[config.mk]
export PLATFORM = sky130hd
export DESIGN_NAME = lnb_tone_tx
export DESIGN_NICKNAME = d
export VERILOG_FILES = /design/src/rtl/tonetx_pkg.sv /design/src/rtl/tonetx_data.sv /design/src/rtl/tonetx_ctrl.sv /design/src/rtl/lnb_tone_tx.sv
export SDC_FILE = /design/constraint.sdc
export NUM_CORES = 1
export LEC_CHECK = 0
export BUFFER_PORTS_ARGS = -buffer_cell sky130_fd_sc_hd__buf_4
export CORE_MARGIN = 5
export CORE_UTILIZATION = 60
export CTS_CLUSTER_DIAMETER = 100
export DETAILED_ROUTE_END_ITERATION = 12
export PLACE_DENSITY = 0.77
export SKIP_CTS_REPAIR_TIMING = 1
export SLEW_MARGIN = 15
export SYNTH_ARGS = -nofsm -noshare
export SYNTH_HDL_FRONTEND = slang
export SYNTH_SLANG_ARGS = --single-unit
[constraint.sdc]
create_clock -name clk -period 8.3 [get_ports clk]
set_clock_uncertainty 0.2 [all_clocks]
set_input_delay 1.245 -clock clk [delete_from_list [all_inputs] [get_ports clk]]
set_output_delay 1.245 -clock clk [all_outputs]
set_load 0.02 [all_outputs]
[src/rtl/tonetx_pkg.sv]
`timescale 1ns/1ps
package tonetx_pkg;
  localparam int MSG_BYTES    = 6;            // fixed by the 2-bit length code (3..6)
  localparam int BITS_PER_BYTE = 9;           // 8 data + parity
  localparam int FRAME_MAX    = MSG_BYTES * BITS_PER_BYTE;
  localparam int CNT_W        = $clog2(FRAME_MAX + 1);

  localparam logic [2:0] ADDR_CTRL = 3'd6;
  localparam logic [2:0] ADDR_MODE = 3'd7;
  localparam int BIT_GO    = 6;
  localparam int BIT_TONE  = 4;
  localparam int BIT_SEL_B = 3;
  localparam int BIT_BURST = 2;

  typedef enum logic [2:0] {PH_IDLE, PH_MSG, PH_BURSTA, PH_BURSTB, PH_GAP} phase_t;
  typedef enum logic [1:0] {K_MSG, K_BURSTA, K_BURSTB} kind_t;

  typedef struct packed {
    logic load;   // capture frame snapshot
    logic shift;  // advance to next frame bit
    logic busy;   // operation in progress
  } strobe_t;
endpackage

[src/rtl/tonetx_data.sv]
`timescale 1ns/1ps
module tonetx_data
  import tonetx_pkg::*;
(
  input  logic             clk,
  input  logic             rstN,
  input  logic             wrEn,
  input  logic [2:0]       wrAddr,
  input  logic [7:0]       wrData,
  input  logic [2:0]       rdAddr,
  input  strobe_t          str,
  output logic [7:0]       rdData,
  output logic             startReq,
  output kind_t            startKind,
  output logic [CNT_W-1:0] frameBits,
  output logic             curBit,
  output logic             toneEnable
);
  logic [7:0] msgReg [MSG_BYTES];
  logic [7:0] ctrlReg;
  logic [7:0] modeReg;
  logic [FRAME_MAX-1:0] frame;
  logic [FRAME_MAX-1:0] frameNext;
  logic ctrlWr;

  assign ctrlWr   = wrEn && (wrAddr == ADDR_CTRL);
  assign startReq = ctrlWr && wrData[BIT_GO] && !str.busy;
  assign startKind = !modeReg[BIT_BURST] ? K_MSG :
                     (wrData[BIT_SEL_B] ? K_BURSTB : K_BURSTA);
  assign frameBits  = CNT_W'(BITS_PER_BYTE * (int'(ctrlReg[1:0]) + 3));
  assign toneEnable = ctrlReg[BIT_TONE];
  assign curBit     = frame[FRAME_MAX-1];

  for (genvar g = 0; g < MSG_BYTES; g++) begin : g_frame
    assign frameNext[FRAME_MAX-1-BITS_PER_BYTE*g -: BITS_PER_BYTE] =
      {msgReg[g], ~^msgReg[g]};
  end

  always_ff @(posedge clk) begin
    if (!rstN) begin
      for (int i = 0; i < MSG_BYTES; i++) msgReg[i] <= '0;
      ctrlReg <= '0;
      modeReg <= '0;
      frame   <= '0;
    end else begin
      if (wrEn) begin
        for (int i = 0; i < MSG_BYTES; i++)
          if (wrAddr == 3'(i)) msgReg[i] <= wrData;
        if (wrAddr == ADDR_MODE) modeReg <= wrData;
      end
      if (ctrlWr && !str.busy) ctrlReg <= wrData & ~(8'd1 << BIT_GO);
      if (str.load)       frame <= frameNext;
      else if (str.shift) frame <= frame << 1;
    end
  end

  always_comb begin
    rdData = '0;
    for (int i = 0; i < MSG_BYTES; i++)
      if (rdAddr == 3'(i)) rdData = msgReg[i];
    if (rdAddr == ADDR_CTRL) rdData = ctrlReg | {1'b0, !str.busy, 6'b0};
    if (rdAddr == ADDR_MODE) rdData = modeReg;
  end
endmodule

[src/rtl/tonetx_ctrl.sv]
`timescale 1ns/1ps
module tonetx_ctrl
  import tonetx_pkg::*;
#(
  parameter int UNIT_CYCLES   = 62500,
  parameter int BURSTA_UNITS  = 25,
  parameter int GAP_UNITS     = 30,
  parameter int BURSTB_BITS   = 9
)(
  input  logic             clk,
  input  logic             rstN,
  input  logic             startReq,
  input  kind_t            startKind,
  input  logic [CNT_W-1:0] frameBits,
  input  logic             curBit,
  input  logic             toneEnable,
  output strobe_t          str,
  output phase_t           phase,
  output logic [1:0]       slotUnit,
  output logic             toneOn
);
  localparam int CYC_W  = $clog2(UNIT_CYCLES + 1);
  localparam int LONG_W = $clog2(BURSTA_UNITS + GAP_UNITS + 1);

  logic [CYC_W-1:0]  cycCnt;
  logic [LONG_W-1:0] longCnt;
  logic [CNT_W-1:0]  slotCnt;
  logic [CNT_W-1:0]  lastSlot;
  logic unitEnd;

  assign unitEnd  = (cycCnt == CYC_W'(UNIT_CYCLES - 1));
  assign lastSlot = (phase == PH_MSG) ? frameBits - CNT_W'(1) : CNT_W'(BURSTB_BITS - 1);

  always_ff @(posedge clk) begin
    if (!rstN) begin
      phase    <= PH_IDLE;
      cycCnt   <= '0;
      longCnt  <= '0;
      slotCnt  <= '0;
      slotUnit <= '0;
    end else begin
      if (phase != PH_IDLE) cycCnt <= unitEnd ? '0 : cycCnt + CYC_W'(1);
      unique case (phase)
        PH_IDLE: if (startReq) begin
          cycCnt   <= '0;
          longCnt  <= '0;
          slotCnt  <= '0;
          slotUnit <= '0;
          unique case (startKind)
            K_BURSTA: phase <= PH_BURSTA;
            K_BURSTB: phase <= PH_BURSTB;
            default:  phase <= PH_MSG;
          endcase
        end
        PH_MSG, PH_BURSTB: if (unitEnd) begin
          if (slotUnit == 2'd2) begin
            slotUnit <= '0;
            if (slotCnt == lastSlot) begin
              phase   <= PH_GAP;
              longCnt <= '0;
            end else slotCnt <= slotCnt + CNT_W'(1);
          end else slotUnit <= slotUnit + 2'd1;
        end
        PH_BURSTA: if (unitEnd) begin
          if (longCnt == LONG_W'(BURSTA_UNITS - 1)) begin
            phase   <= PH_GAP;
            longCnt <= '0;
          end else longCnt <= longCnt + LONG_W'(1);
        end
        PH_GAP: if (unitEnd) begin
          if (longCnt == LONG_W'(GAP_UNITS - 1)) phase <= PH_IDLE;
          else longCnt <= longCnt + LONG_W'(1);
        end
        default: phase <= PH_IDLE;
      endcase
    end
  end

  always_comb begin
    str.load  = (phase == PH_IDLE) && startReq;
    str.shift = (phase == PH_MSG) && unitEnd && (slotUnit == 2'd2);
    str.busy  = (phase != PH_IDLE);
    unique case (phase)
      PH_IDLE:   toneOn = toneEnable;
      PH_MSG:    toneOn = (slotUnit == 2'd0) || ((slotUnit == 2'd1) && !curBit);
      PH_BURSTB: toneOn = (slotUnit == 2'd0);
      PH_BURSTA: toneOn = 1'b1;
      default:   toneOn = 1'b0;
    endcase
  end
endmodule

[src/rtl/lnb_tone_tx.sv]
`timescale 1ns/1ps
module lnb_tone_tx
  import tonetx_pkg::*;
#(
  parameter int UNIT_CYCLES = 62500
)(
  input  logic       clk,
  input  logic       rstN,
  input  logic       wrEn,
  input  logic [2:0] wrAddr,
  input  logic [7:0] wrData,
  input  logic [2:0] rdAddr,
  output logic [7:0] rdData,
  output logic       toneOn
);
  strobe_t          str;
  phase_t           phase;
  kind_t            startKind;
  logic             startReq;
  logic [CNT_W-1:0] frameBits;
  logic             curBit;
  logic             toneEnable;
  logic [1:0]       slotUnit;

  tonetx_data u_data (
    .clk(clk), .rstN(rstN), .wrEn(wrEn), .wrAddr(wrAddr), .wrData(wrData),
    .rdAddr(rdAddr), .str(str), .rdData(rdData), .startReq(startReq),
    .startKind(startKind), .frameBits(frameBits), .curBit(curBit),
    .toneEnable(toneEnable)
  );

  tonetx_ctrl #(.UNIT_CYCLES(UNIT_CYCLES)) u_ctrl (
    .clk(clk), .rstN(rstN), .startReq(startReq), .startKind(startKind),
    .frameBits(frameBits), .curBit(curBit), .toneEnable(toneEnable),
    .str(str), .phase(phase), .slotUnit(slotUnit), .toneOn(toneOn)
  );
endmodule

==> results.txt <==
- Run status: complete, no violations
- Sequential-to-total area share from yosys stat: 45.1%
- On the worst path, the slowest cell contributes a delay of 0.21 ns.
- The die is 123 µm wide.
* Number of remaining DRC errors: 0
- Filler cell count in the final layout: 1010
* Area inside the core boundary: 12600 µm²
* Number of ports placed on the die boundary: 26
- Global-route wire length before repair: 29600 µm
- The mapped netlist covers 7730 µm².
- Entering global routing, the biggest net connects 111 pins.
- Number of cells produced by synthesis: 800
- Setup repair after global routing missed its margin: false
- After the last flow step, the layout net total stands at 830.
* Root buf cell: sky130_fd_sc_hd__clkbuf_16
- Final setup margin: 4.31 ns
- Required time at the endpoint of the critical path: 6.86 ns
* Global-route total usage across every layer: 25.5%
- Synth Net Count: 827
- Setup violations remaining at the end of the flow were counted as 0.
- The floorplan has 41 rows.
* Critical R2R Capture: u_data.frame[25]
* Number of nets with antenna violations after routing: 0
* Worst setup slack for register-to-register paths: 4.93 ns
* Cells along the critical path: buf_4 -> o21ai_0 -> a21oi_1 -> nor2_1 -> a21oi_1 -> a221oi_1 -> o21ai_0 -> buf_4
* Maximum ir drop on the vdd rail: 0.110 mV
- Final Hold Vio Count: 0
- Yosys mapped a number of flops with a built-in enable equal to 48.
- P per Cell Area: 204 nW/µm²
* Floorplan die area: 15200 µm²
- Count of distinct cell types in the synthesized netlist: 67
- Worst Setup Path Type: in -> out
- Fin Setup TNS: 0 ns
- Slew at the pin closest to its max-slew limit: 1.13 ns
- The multi-input combinational cells in the finished layout cover a total of 4010 µm².
- N_diodes: 0
* Max Freq: 251 MHz
- # clock sinks: 150
* TritonCTS buffer count: 17
* Commonest non-fill, non-tap cell in the layout: sky130_fd_sc_hd__nor2_1
* Area added between synthesis and finish: 10.3%
- In this run the critical register-to-register path is launched from u_ctrl.cycCnt[0].
* Setup crit start kind: primary input
* Placed wire-length estimate: 13100 µm
- Worst-Skew Late Latency: 0.42 ns
- STA classifies the critical path endpoint as an output port.
- The initial antenna violation count came to 0.
- In the synthesized netlist the async set-or-reset flop fraction comes to 0%.
* Number of synthesis warnings: 0
- In the finished design, the share of the clock period the worst path needs comes to 48.0%.
- Minimum clock period: 3.99 ns
- Clk slew on worst S/H paths: 0.05 ns
* End point of the most critical hold path: u_data.modeReg[5]
* TritonCTS clock tree: yes
* Worst setup slack after placement: 4.31 ns
- Summed over all layers, the routed wires come to 18600 µm.
- Most used cells in the layout excluding fill and tap cells: 103 x sky130_fd_sc_hd__nor2_1, 102 x sky130_fd_sc_hd__dfxtp_1, 67 x sky130_fd_sc_hd__mux2i_1
* Initial DRC count: 475
* Number of global-route vias before repair: 5741
- Die Ht: 123 µm
* R2r worst-path depth: 7
* FF+latch area: 3480 µm²
* Seq cells post-synth: 150
- At the end of routability-driven placement, the weighted congestion stood at 0.916.
* Max Cap Violations: 0
* Worst endpoint data arrival time: 2.54 ns
- Dividing the synthesized area by the synthesized cell count gives 9.66 µm².
* Count of buffering cells on the critical path with inverters included: 2
- Max Fanout on Critical Path: 23
* Initial core utilization: 61.2%
* Worst hold margin: 0.261 ns
* Remaining global-route overflow: 0
* Count of input and output buffers: 25
- Cell with the biggest individual delay on the critical path: sky130_fd_sc_hd__o21ai_0
- Iteration count of the initial detailed-routing pass: 5
- Hold Path Class: reg -> reg
- Summed over all cells, the static leakage comes to 2.91 nW.
* Startpoint of the tightest hold check path: u_data.modeReg[5]
- In the routed layout, each cell is associated on average with a via count of 6.12.
- Worst hold stages: 2
* Fraction of final layout cells sized beyond drive strength 1: 9.20%
- Slew HR: 24.2%
* Routed length per placed instance: 18.8 µm
- Top delay family on crit path: compound AO/OA/AOI/OAI gates
- Counting along the longest clock path gives a buffer depth of 2.
- The most used flip-flop cell after synthesis is sky130_fd_sc_hd__dfxtp_1.
- The final max-slew violation count was 0.
- In this run the number of H-tree levels came out at 4.
- Vias: 6039
## where the power goes
| group | switching (mW) | internal [mW] |
|---|---|---|
| Combinational | 0.112 | 0.0779 |
| Sequential | 0.0328 | 0.785 |
| Clock | 0.276 | 0.455 |
## logic make-up (layout without fill, tap and decap cells)
group                    count (synthesis)  in the layout  share of synthesized area (%)
AO/OA/AOI/OAI                          157            157                           14.0
XOR/XNOR                                54             54                           6.12
adder cells (fa/ha/maj)                 10             10                           1.62
buffers and inverters                   56             71                           3.21
flip-flops                             150            150                           45.1
multiplexers                            76             76                           10.6
AND/OR/NAND/NOR                        297            297                           19.4
## final cells by class
| cell class | instances | area share, % |
|---|---|---|
| multi-input combinational | 594 | 47.1 |
| sequential | 150 | 40.9 |
| clock buffer | 26 | 5.62 |
| timing repair buffer | 29 | 2.55 |
| tap | 172 | 2.52 |
| clock inverter | 5 | 0.881 |
| inverter | 11 | 0.484 |
## flip-flops by register name, indices dropped and copies added (netlist names)
register         count
u_ctrl.cycCnt       16
u_ctrl.longCnt       6
u_ctrl.phase         3
u_ctrl.slotCnt       6
u_ctrl.slotUnit      2
u_data.ctrlReg       7
u_data.frame        54
u_data.modeReg       8
u_data.msgReg       48
## how the worst max path moves through the flow
stage / end / depth (start not counted) / start / slack (ns)
after floorplan: rdData[4] / 5 / rdAddr[1] / 4.29
after global placement: rdData[6] / 5 / rdAddr[0] / 4.32
after detailed placement: rdData[6] / 5 / rdAddr[0] / 4.31
after CTS: rdData[4] / 8 / rdAddr[2] / 4.28
after global routing: rdData[4] / 8 / rdAddr[2] / 4.18
final: rdData[4] / 8 / rdAddr[2] / 4.31
## cells in the mapped netlist, drive strengths merged (6+ instances only)
cell	number	area, µm²
nor2	103	387
dfxtp	102	2040
mux2i	67	671
a211oi	60	455
nand2	54	203
edfxtp	48	1440
xnor2	42	368
and2	40	250
a21oi	31	155
clkbuf	31	116
o21ai	25	125
nand3	18	90.1
buf	14	90.1
nor3	14	70.1
xor2	12	105
and3	10	62.6
ha	10	125
inv	10	37.5
nand2b	8	50.1
nand4	7	43.8
nor4	7	50.1
a22o	6	52.6
nor2b	6	37.5
## through the flow
stage | area, µm² | total power [mW] | std cells | util (%)
floorplan | 7730 | 0.956 | 800 | -
global placement | 7960 | 1.01 | 956 | 63.1
detailed placement | 7960 | 1.02 | 956 | 63.1
CTS | 8510 | 1.75 | 987 | 67.5
global route | 8520 | 1.81 | 987 | 67.5
finish | 8520 | 1.74 | 987 | 67.5
## layer usage
| metal | GRT usage [%] | vias up | wire length [µm] |
|---|---|---|---|
| met5 | 0 | - | 0 |
| met4 | 12.7 | 0 | 765 |
| met3 | 5.12 | 51 | 994 |
| met2 | 42.5 | 194 | 9080 |
| met1 | 31.4 | 2886 | 7760 |
| li1 | - | 2908 | - |
## worst register-to-register path, cell delays in order, from the launching register on
cell and delay [ns]:
sky130_fd_sc_hd__dfxtp_1 0.37, sky130_fd_sc_hd__ha_1 0.21, sky130_fd_sc_hd__or4b_4 0.50, sky130_fd_sc_hd__nor4_1 0.50
sky130_fd_sc_hd__and3_2 0.26, sky130_fd_sc_hd__buf_4 0.63, sky130_fd_sc_hd__mux2i_1 0.29, sky130_fd_sc_hd__a211oi_1 0.30
Note: power is estimated with default switching activity, not from simulation.
